<file path="src/rtl/flash_cmd_pkg.sv">
package flash_cmd_pkg;

  typedef enum logic [2:0] {
    MD_ARRAY    = 3'd0,
    MD_IDENT    = 3'd1,
    MD_PGM      = 3'd2,
    MD_ERS      = 3'd3,
    MD_SUSP     = 3'd4,
    MD_SUSP_PGM = 3'd5,
    MD_FAULT    = 3'd6
  } mode_e;

  typedef enum logic [1:0] {
    SRC_ARRAY  = 2'd0,
    SRC_STATUS = 2'd1,
    SRC_IDENT  = 2'd2
  } rd_src_e;

  typedef enum logic [2:0] {
    SQ_IDLE, SQ_U1, SQ_U2, SQ_PGM_DATA, SQ_E1, SQ_EU1, SQ_EU2
  } seq_e;

  localparam int unsigned UNLOCK_A1 = 'h555;
  localparam int unsigned UNLOCK_A2 = 'h2AA;
  localparam logic [7:0] UNLOCK_D1   = 8'hAA;
  localparam logic [7:0] UNLOCK_D2   = 8'h55;
  localparam logic [7:0] CMD_PGM     = 8'hA0;
  localparam logic [7:0] CMD_ERS_SET = 8'h80;
  localparam logic [7:0] CMD_IDENT   = 8'h90;
  localparam logic [7:0] CMD_SUSPEND = 8'hB0;
  localparam logic [7:0] CMD_CONFIRM = 8'h30;
  localparam logic [7:0] CMD_RESET   = 8'hF0;

endpackage

</file>
<file path="src/rtl/fcc_bus_sync.sv">
module fcc_bus_sync #(
  parameter int AW     = 16,
  parameter int DW     = 8,
  parameter int STAGES = 2
) (
  input  logic          clk_i,
  input  logic          rst_ni,
  input  logic          ce_ni,
  input  logic          we_ni,
  input  logic [AW-1:0] addr_i,
  input  logic [DW-1:0] data_i,
  output logic          wr_vld_o,
  output logic [AW-1:0] wr_addr_o,
  output logic [DW-1:0] wr_data_o
);

  logic [STAGES-1:0] ce_sr, we_sr;
  logic act, act_q, wr_vld_q;
  logic [AW-1:0] addr_q;
  logic [DW-1:0] data_q;

  always_ff @(posedge clk_i or negedge rst_ni) begin
    if (!rst_ni) begin
      ce_sr <= '1;
      we_sr <= '1;
    end else begin
      ce_sr <= {ce_sr[STAGES-2:0], ce_ni};
      we_sr <= {we_sr[STAGES-2:0], we_ni};
    end
  end

  // write cycle active only while both synchronized enables are low
  assign act = ~ce_sr[STAGES-1] & ~we_sr[STAGES-1];

  always_ff @(posedge clk_i or negedge rst_ni) begin
    if (!rst_ni) begin
      act_q    <= 1'b0;
      addr_q   <= '0;
      data_q   <= '0;
      wr_vld_q <= 1'b0;
    end else begin
      act_q    <= act;
      wr_vld_q <= ~act & act_q;
      if (act & ~act_q) addr_q <= addr_i;
      if (~act & act_q) data_q <= data_i;
    end
  end

  assign wr_vld_o  = wr_vld_q;
  assign wr_addr_o = addr_q;
  assign wr_data_o = data_q;

  AST_WR_ONE_CYCLE: assert property (@(posedge clk_i) disable iff (!rst_ni)
    wr_vld_q |=> !wr_vld_q);
  AST_ADDR_HELD: assert property (@(posedge clk_i) disable iff (!rst_ni)
    (act && act_q) |=> $stable(addr_q));

endmodule

</file>
<file path="src/rtl/fcc_seq.sv">
module fcc_seq
  import flash_cmd_pkg::*;
#(
  parameter int AW = 16,
  parameter int DW = 8,
  parameter int SB = 3
) (
  input  logic          clk_i,
  input  logic          rst_ni,
  input  logic          wr_vld_i,
  input  logic [AW-1:0] wr_addr_i,
  input  logic [DW-1:0] wr_data_i,
  input  logic          done_i,
  input  logic          err_i,
  output mode_e         mode_o,
  output logic          start_pgm_o,
  output logic          start_erase_o,
  output logic          suspend_o,
  output logic          resume_o,
  output logic [SB-1:0] ers_sect_o,
  output logic          clr_marks_o
);

  localparam int OW = AW - SB;

  mode_e mode_q, mode_d;
  seq_e  seq_q, seq_d;
  logic  pgm_d, ers_d, sus_d, res_d;
  logic  pgm_q, ers_q, sus_q, res_q, clr_q;
  logic [SB-1:0] sect_q;
  logic [OW-1:0] off;
  logic busy, is_u1, is_u2, at_u1;

  assign off   = wr_addr_i[OW-1:0];
  assign at_u1 = off == OW'(UNLOCK_A1);
  assign is_u1 = at_u1 && wr_data_i == DW'(UNLOCK_D1);
  assign is_u2 = off == OW'(UNLOCK_A2) && wr_data_i == DW'(UNLOCK_D2);
  assign busy  = mode_q inside {MD_PGM, MD_ERS, MD_SUSP_PGM};

  always_comb begin
    mode_d = mode_q;
    seq_d  = seq_q;
    pgm_d  = 1'b0;
    ers_d  = 1'b0;
    sus_d  = 1'b0;
    res_d  = 1'b0;
    if (busy && err_i) begin
      mode_d = MD_FAULT;
      seq_d  = SQ_IDLE;
    end else if (busy && done_i) begin
      seq_d  = SQ_IDLE;
      mode_d = (mode_q == MD_SUSP_PGM) ? MD_SUSP : MD_ARRAY;
    end else if (wr_vld_i) begin
      unique case (mode_q)
        MD_FAULT, MD_IDENT: begin
          seq_d = SQ_IDLE;
          if (wr_data_i == DW'(CMD_RESET)) mode_d = MD_ARRAY;
        end
        MD_ERS: begin
          seq_d = SQ_IDLE;
          if (wr_data_i == DW'(CMD_SUSPEND)) begin
            mode_d = MD_SUSP;
            sus_d  = 1'b1;
          end
        end
        MD_ARRAY, MD_SUSP: begin
          if (seq_q == SQ_PGM_DATA) begin
            pgm_d  = 1'b1;
            mode_d = (mode_q == MD_ARRAY) ? MD_PGM : MD_SUSP_PGM;
            seq_d  = SQ_IDLE;
          end else if (wr_data_i == DW'(CMD_RESET)) begin
            seq_d = SQ_IDLE;
          end else if (mode_q == MD_SUSP && seq_q == SQ_IDLE &&
                       wr_data_i == DW'(CMD_CONFIRM)) begin
            res_d  = 1'b1;
            mode_d = MD_ERS;
          end else begin
            seq_d = SQ_IDLE;
            unique case (seq_q)
              SQ_IDLE: if (is_u1) seq_d = SQ_U1;
              SQ_U1:   if (is_u2) seq_d = SQ_U2;
              SQ_U2: if (at_u1) begin
                if (wr_data_i == DW'(CMD_PGM)) seq_d = SQ_PGM_DATA;
                else if (mode_q == MD_ARRAY && wr_data_i == DW'(CMD_ERS_SET)) seq_d = SQ_E1;
                else if (mode_q == MD_ARRAY && wr_data_i == DW'(CMD_IDENT)) mode_d = MD_IDENT;
              end
              SQ_E1:  if (is_u1) seq_d = SQ_EU1;
              SQ_EU1: if (is_u2) seq_d = SQ_EU2;
              SQ_EU2: if (wr_data_i == DW'(CMD_CONFIRM)) begin
                ers_d  = 1'b1;
                mode_d = MD_ERS;
              end
              default: seq_d = SQ_IDLE;
            endcase
          end
        end
        default: seq_d = SQ_IDLE;
      endcase
    end
  end

  always_ff @(posedge clk_i or negedge rst_ni) begin
    if (!rst_ni) begin
      mode_q <= MD_ARRAY;
      seq_q  <= SQ_IDLE;
      pgm_q  <= 1'b0;
      ers_q  <= 1'b0;
      sus_q  <= 1'b0;
      res_q  <= 1'b0;
      clr_q  <= 1'b0;
      sect_q <= '0;
    end else begin
      mode_q <= mode_d;
      seq_q  <= seq_d;
      pgm_q  <= pgm_d;
      ers_q  <= ers_d;
      sus_q  <= sus_d;
      res_q  <= res_d;
      clr_q  <= (mode_d == MD_ARRAY) && (mode_q != MD_ARRAY);
      if (ers_d) sect_q <= wr_addr_i[AW-1 -: SB];
    end
  end

  assign mode_o        = mode_q;
  assign start_pgm_o   = pgm_q;
  assign start_erase_o = ers_q;
  assign suspend_o     = sus_q;
  assign resume_o      = res_q;
  assign ers_sect_o    = sect_q;
  assign clr_marks_o   = clr_q;

  AST_ONE_PULSE: assert property (@(posedge clk_i) disable iff (!rst_ni)
    $onehot0({pgm_q, ers_q, sus_q, res_q}));
  AST_PGM_DONE: assert property (@(posedge clk_i) disable iff (!rst_ni)
    (mode_q == MD_PGM && done_i && !err_i) |=> mode_q == MD_ARRAY);
  AST_SPGM_DONE: assert property (@(posedge clk_i) disable iff (!rst_ni)
    (mode_q == MD_SUSP_PGM && done_i && !err_i) |=> mode_q == MD_SUSP);
  AST_SUSP_MODE: assert property (@(posedge clk_i) disable iff (!rst_ni)
    sus_q |-> mode_q == MD_SUSP);
  AST_RESUME_MODE: assert property (@(posedge clk_i) disable iff (!rst_ni)
    res_q |-> mode_q == MD_ERS);
  AST_FAULT_HOLD: assert property (@(posedge clk_i) disable iff (!rst_ni)
    (mode_q == MD_FAULT && !(wr_vld_i && wr_data_i == DW'(CMD_RESET))) |=> mode_q == MD_FAULT);
  AST_IDENT_HOLD: assert property (@(posedge clk_i) disable iff (!rst_ni)
    (mode_q == MD_IDENT && !(wr_vld_i && wr_data_i == DW'(CMD_RESET))) |=> mode_q == MD_IDENT);

endmodule

</file>
<file path="src/rtl/fcc_sect_track.sv">
module fcc_sect_track
  import flash_cmd_pkg::*;
#(
  parameter int SB = 3
) (
  input  logic          clk_i,
  input  logic          rst_ni,
  input  logic          set_i,
  input  logic [SB-1:0] set_idx_i,
  input  logic          clr_i,
  input  mode_e         mode_i,
  input  logic [SB-1:0] rd_sect_i,
  output rd_src_e       rd_sel_o
);

  localparam int NSECT = 1 << SB;

  logic [NSECT-1:0] marks_q, set_mask;

  for (genvar s = 0; s < NSECT; s++) begin : g_mask
    assign set_mask[s] = set_i && (set_idx_i == SB'(s));
  end

  always_ff @(posedge clk_i or negedge rst_ni) begin
    if (!rst_ni)     marks_q <= '0;
    else if (clr_i)  marks_q <= '0;
    else             marks_q <= marks_q | set_mask;
  end

  always_comb begin
    unique case (mode_i)
      MD_ARRAY: rd_sel_o = SRC_ARRAY;
      MD_IDENT: rd_sel_o = SRC_IDENT;
      MD_SUSP:  rd_sel_o = marks_q[rd_sect_i] ? SRC_STATUS : SRC_ARRAY;
      default:  rd_sel_o = SRC_STATUS;
    endcase
  end

  AST_MARKS_STABLE: assert property (@(posedge clk_i) disable iff (!rst_ni)
    (!set_i && !clr_i) |=> $stable(marks_q));
  AST_MARKS_CLEARED: assert property (@(posedge clk_i) disable iff (!rst_ni)
    clr_i |=> marks_q == '0);

endmodule

</file>
<file path="src/rtl/flash_cmd_ctrl.sv">
module flash_cmd_ctrl
  import flash_cmd_pkg::*;
#(
  parameter int AW = 16,
  parameter int DW = 8,
  parameter int SB = 3
) (
  input  logic          clk_i,
  input  logic          rst_ni,
  input  logic          ce_ni,
  input  logic          we_ni,
  input  logic [AW-1:0] addr_i,
  input  logic [DW-1:0] data_i,
  input  logic          done_i,
  input  logic          err_i,
  output logic [2:0]    mode_o,
  output logic [1:0]    rd_sel_o,
  output logic          start_pgm_o,
  output logic          start_erase_o,
  output logic          suspend_o,
  output logic          resume_o
);

  logic          wr_vld, clr_marks;
  logic [AW-1:0] wr_addr;
  logic [DW-1:0] wr_data;
  logic [SB-1:0] ers_sect;
  mode_e         mode;
  rd_src_e       rd_sel;

  fcc_bus_sync #(.AW(AW), .DW(DW), .STAGES(2)) u_sync (
    .clk_i, .rst_ni, .ce_ni, .we_ni, .addr_i, .data_i,
    .wr_vld_o(wr_vld), .wr_addr_o(wr_addr), .wr_data_o(wr_data)
  );

  fcc_seq #(.AW(AW), .DW(DW), .SB(SB)) u_seq (
    .clk_i, .rst_ni,
    .wr_vld_i(wr_vld), .wr_addr_i(wr_addr), .wr_data_i(wr_data),
    .done_i, .err_i,
    .mode_o(mode), .start_pgm_o, .start_erase_o, .suspend_o, .resume_o,
    .ers_sect_o(ers_sect), .clr_marks_o(clr_marks)
  );

  fcc_sect_track #(.SB(SB)) u_track (
    .clk_i, .rst_ni,
    .set_i(start_erase_o), .set_idx_i(ers_sect), .clr_i(clr_marks),
    .mode_i(mode), .rd_sect_i(addr_i[AW-1 -: SB]), .rd_sel_o(rd_sel)
  );

  assign mode_o   = mode;
  assign rd_sel_o = rd_sel;

endmodule

</file>
<file path="config.mk">
export PLATFORM = sky130hd
export DESIGN_NAME = flash_cmd_ctrl
export DESIGN_NICKNAME = d
export VERILOG_FILES = /design/src/rtl/flash_cmd_pkg.sv /design/src/rtl/fcc_bus_sync.sv /design/src/rtl/fcc_seq.sv /design/src/rtl/fcc_sect_track.sv /design/src/rtl/flash_cmd_ctrl.sv
export SDC_FILE = /design/constraint.sdc
export NUM_CORES = 1
export LEC_CHECK = 0
export CAP_MARGIN = 20
export CORE_ASPECT_RATIO = 1.5
export CORE_UTILIZATION = 57
export DETAILED_ROUTE_END_ITERATION = 10
export GPL_TIMING_DRIVEN = 0
export PLACE_DENSITY = 0.84
export SLEW_MARGIN = 15
export SYNTH_ARGS = -nofsm -noshare
export SYNTH_HDL_FRONTEND = slang
export SYNTH_SLANG_ARGS = --single-unit
</file>
<file path="constraint.sdc">
create_clock -name clk_i -period 3.65 [get_ports clk_i]
set_input_delay 0.73 -clock clk_i [delete_from_list [all_inputs] [get_ports clk_i]]
set_output_delay 0.73 -clock clk_i [all_outputs]
set_load 0.01 [all_outputs]
</file>
# Word-level counts from Yosys, hierarchy flattened
# Index checks and enable logic that the tools add are counted.
# word_totals
regBits,52
latch_bits,0
ramBits,0
romBits,0
in_bits,30
output_inout_bits,9
wordCells,144
n_memories,0
# op_classes
add_sub_neg,0
multipliers,0
div,0
order_cmp,1
n_eq_ne,30
n_shift,0
n_mux,63
bitwise,8
reduce_logical,27
# ops
operator,count
two-way mux 3 bit,27
"== test 8 bit, second input constant",6
"== test 3 bit, second input constant",10
two-way mux 1 bit,29
"== test 3 x 2 -> 1 bit, second input constant",6
logical AND 1 bit,17
case mux 3 bit (5 select lines),1
"== test 13 x 10 -> 1 bit, second input constant",1
"== test 13 x 11 -> 1 bit, second input constant",1
logical NOT 3 bit,4
"== test 3 x 1 -> 1 bit, second input constant",3
case mux 3 bit (3 select lines),1
nonzero test 3 bit,3
"== test 8 x 6 -> 1 bit, second input constant",1
"== test 8 x 7 -> 1 bit, second input constant",1
two-way mux 8 bit,1
OR 8 bit,1
"inequality test 6 x 2 -> 1 bit, second input constant",1
case mux 2 bit (3 select lines),1
case mux 3 bit (2 select lines),1
"< comparator 3 x 4 -> 1 bit, second input constant",1
inverter 1 bit,4
OR reduction 2 bit,2
AND 1 bit,3
other kinds (3),3

# Longest topological paths before layout
# depth
depth_word,16
mapped_depth,6
mapped_depth_nobuf,5

# Cells and area by module
# From an unflattened synthesis, not the netlist that was laid out.
# hier_totals
cells_unflattened,237
hier_area_um2,2598.7
# by_module_without_submodules
module,n_inst,cells_per_inst,area_per_inst_um2,seq_area_each_um2
fcc_seq,1,139,1127.3,350.3
fcc_bus_sync,1,59,1073.5,755.7
fcc_sect_track,1,39,397.9,200.2

# Worst setup path before layout
# No wires, ideal clock.
# synth_timing
path_kind,input to output
from,in addr_i[13]
to,out rd_sel_o[0]
arrival_ns,1.635
t_required_ns,2.920
setup_slack_ns,1.285
path_stages,4
path_buffers,0
path_cell_list,mux4_2 > nor2b_1 > a211oi_1 > o21bai_1
# synth_via
elab_chain_cells,4
# synth_rtl
element,line,text
start: declaration,flash_cmd_ctrl.sv:12,"input logic [AW-1:0] addr_i,"
binary-select mux 1 bit (select 3 bit),fcc_sect_track.sv:34,MD_SUSP: rd_sel_o = marks_q[rd_sect_i] ? SRC_STATUS : SRC_ARRAY;
two-way mux 1 bit (implied by the code),fcc_sect_track.sv:34,
two-way mux 1 bit,fcc_sect_track.sv:34,
case mux 2 bit (3 select lines),fcc_sect_track.sv:31,unique case (mode_i)
end: declaration,flash_cmd_ctrl.sv:17,"output logic [1:0] rd_sel_o,"
# Every way passes these cells. The select of a mux whose other input is x is not followed.

# Worst setup path in the final report
# Same ends and word-level chain as after synthesis.

==> flow_summary.json <==
{
  "clkSlewWorstSetupHoldPaths_ns": 0.08,
  "multi_input_area_um2": 1150,
  "synthDistinctLibCells": 53,
  "start_util": 0.596,
  "ff2ff_setup_slack_ns": 1.59,
  "io_buffers": 38,
  "vdd_drop_max_uv": 452,
  "grt_pass1_wl_um": 9250,
  "design.die.area_um2": 4710,
  "io_pins": 39,
  "avgSynthCellArea_um2": 11.2,
  "tns_ns": 0,
  "critPathMaxFanout": 3,
  "hold_depth": 0,
  "postSynthCellCount": 226,
  "hold_violations": 0,
  "relSlewSlack": 0.492,
  "fill_cells": 310,
  "outcome": "finished clean",
  "wl_per_cell_um": 16.9,
  "leakage_nw": 1.26,
  "dp_hpwl_um": 4000,
  "cts.sinks": 52,
  "cts_tree": "yes",
  "area_growth_pct": 21.5,
  "r2r_end": "u_seq.clr_marks_o",
  "ys_ff_latch": 52,
  "crit_type": "in -> out",
  "core_um2": 4250,
  "cts_buffer_depth": 2,
  "antenna_cells": 0,
  "r2r_start": "u_sync.wr_data_o[0]",
  "first_pass_iters": 4,
  "finalSetupViolations": 0,
  "first_iter_violations": 106,
  "synth.yosys.seq_area_share": 0.516,
  "endpoint": "rd_sel_o[0]",
  "num-nets-final": 302,
  "power_density_nw_per_um2": 499,
  "maxSlewViolCount": 0,
  "num_vias": 2074,
  "drc_errors": 0,
  "placed_area_um2": 2980,
  "worst_ep_required_time_ns": 2.92,
  "maxClockFrequency_ghz": 0.289,
  "htreeDepth": 2,
  "hold_class": "reg -> reg",
  "die_x_um": 56.4,
  "skew_ns": 0.00520,
  "grt_pass1_vias": 2084,
  "final_layout_size_suffix_gt1_frac": 0.179,
  "syn-num-nets": 256,
  "reg2reg_depth": 5,
  "start_kind": "input port",
  "tightestPinTransition_ns": 0.757,
  "min_period_over_period": 0.947,
  "grt_start_max_net_pins": 28,
  "fin_hold_ws_ns": 0.360,
  "async_flop_share": 1.00,
  "postCtsHoldBufs": 0,
  "clock_latency_ns": 0.30,
  "gp_congestion": 0.875,
  "die_y_um": 83.6,
  "maxCapViolations": 0,
  "grt-ovfl-total": 0,
  "end_kind": "output port",
  "numCtsBuffers": 5,
  "cts-root-buf": "clkbuf_8",
  "synth_edf_count": 0,
  "postLayoutCellArea_um2": 3070,
  "min_period_ns": 3.46,
  "critPathArrivalTime_ns": 2.73,
  "synth_area_um2": 2530,
  "seq_area_um2": 1310,
  "drt_wl_total_um": 5400,
  "synthFlopType": "dfrtp_1",
  "rows": 29,
  "crit_start": "addr_i[13]",
  "cts_resized": 0,
  "grtUsageTotal": 0.251,
  "yosys_warnings": 0,
  "ant_nets": 0,
  "rsz0062_at_grt": "false",
  "vias_per_cell": 6.50,
  "cts_setup_buffers": 0,
  "antenna_found_initial": 0
}
area by class of cell:
cell class,count,area share
inverters,7,0.00855
well taps,46,0.0187
plain buffers,9,0.0143
flip-flops and latches,52,0.425
multi-input cells,158,0.375
clock buffers,8,0.0293
repair buffers,39,0.129
power by group:
| part | internal [mW] | switching (mW) | total, mW |
|---|---|---|---|
| Sequential | 0.646 | 0.0730 | 0.719 |
| Combinational | 0.229 | 0.256 | 0.485 |
| Clock | 0.155 | 0.175 | 0.330 |
| Total | 1.03 | 0.504 | 1.53 |
registers in the layout, summed over array words and instances, names as in the netlist, 2 cells and up:
| signal | count |
|---|---|
| u_track.marks_q | 8 |
| u_sync.we_sr | 2 |
| u_sync.ce_sr | 2 |
| u_sync.wr_data_o | 8 |
| u_seq.seq_q | 3 |
| u_seq.ers_sect_o | 3 |
| u_seq.mode_o | 3 |
| u_sync.wr_addr_o | 16 |
placed cells by master (no fill, tap or decap), types with 4 or more instances in the layout:
master           count
nor2b_1              5
nand3_1              5
nand2_1             12
o21ai_0             12
a21oi_1              9
nor3_1               6
dfstp_2              4
clkbuf_1             7
clkdlybuf4s50_1     37
nor2_1              20
clkbuf_8             6
a31oi_1              7
nor4bb_1             4
inv_1                7
nand4_1              5
mux2_2              23
dfrtp_1             48
layer usage:
metal / track usage / vias to the layer above / wire length [um]
met2: 0.422 / 99 / 2830
met5: 0 / - / 0
met3: 0.0403 / 24 / 262
li1: - / 942 / -
met1: 0.297 / 1009 / 2110
met4: 0.153 / 0 / 195
synthesized netlist by cell type, types with 3 or more instances:
master	instances	share of area
nand3_1	5	0.0099
mux2_2	23	0.10
o21ai_0	12	0.024
a21oi_1	9	0.018
nor3_1	6	0.012
o22ai_1	3	0.0074
nor2b_1	5	0.012
dfrtp_1	48	0.47
inv_1	7	0.010
nand2_1	12	0.018
dfstp_2	4	0.042
nor2_1	20	0.030
nand4_1	5	0.012
clkbuf_1	5	0.0074
a31oi_1	7	0.017
nor4_1	3	0.0074
mux2_1	3	0.013
nor4bb_1	4	0.016
worst min path at each step:
stage	slack (ns)	to	startpoint
finish	0.36	u_sync.ce_sr[1]	u_sync.ce_sr[0]
detailed placement	0.35	u_sync.ce_sr[1]	u_sync.ce_sr[0]
global placement	0.35	u_sync.we_sr[1]	u_sync.we_sr[0]
CTS	0.36	u_sync.ce_sr[1]	u_sync.ce_sr[0]
floorplan	0.35	u_sync.ce_sr[1]	u_sync.ce_sr[0]
global route	0.36	u_sync.ce_sr[1]	u_sync.ce_sr[0]
cell families after synthesis:
logic type,synth area share
AOI/OAI and AO/OA,0.123
buffers and inverters,0.0277
DFF,0.516
muxes,0.137
and+or+nand+nor,0.195
stage by stage:
stage          std cells   util  setup slack (ns)  power (mW)
2_1_floorplan        226      -              1.29        1.03
3_3_place_gp         310  0.699             0.177        1.19
3_5_place_dp         311  0.703             0.172        1.21
4_1_cts              319  0.724             0.171        1.53
5_1_grt              319  0.724            0.0704        1.62
6_report             319  0.724             0.194        1.53
worst max-delay path, stage by stage:
cell	delay (ns)
clkdlybuf4s50_1	0.56
mux4_2	0.51
nor2b_1	0.15
a211oi_1	0.21
o21bai_1	0.08
clkdlybuf4s50_1	0.48
Power figures use the tool's default switching activity.
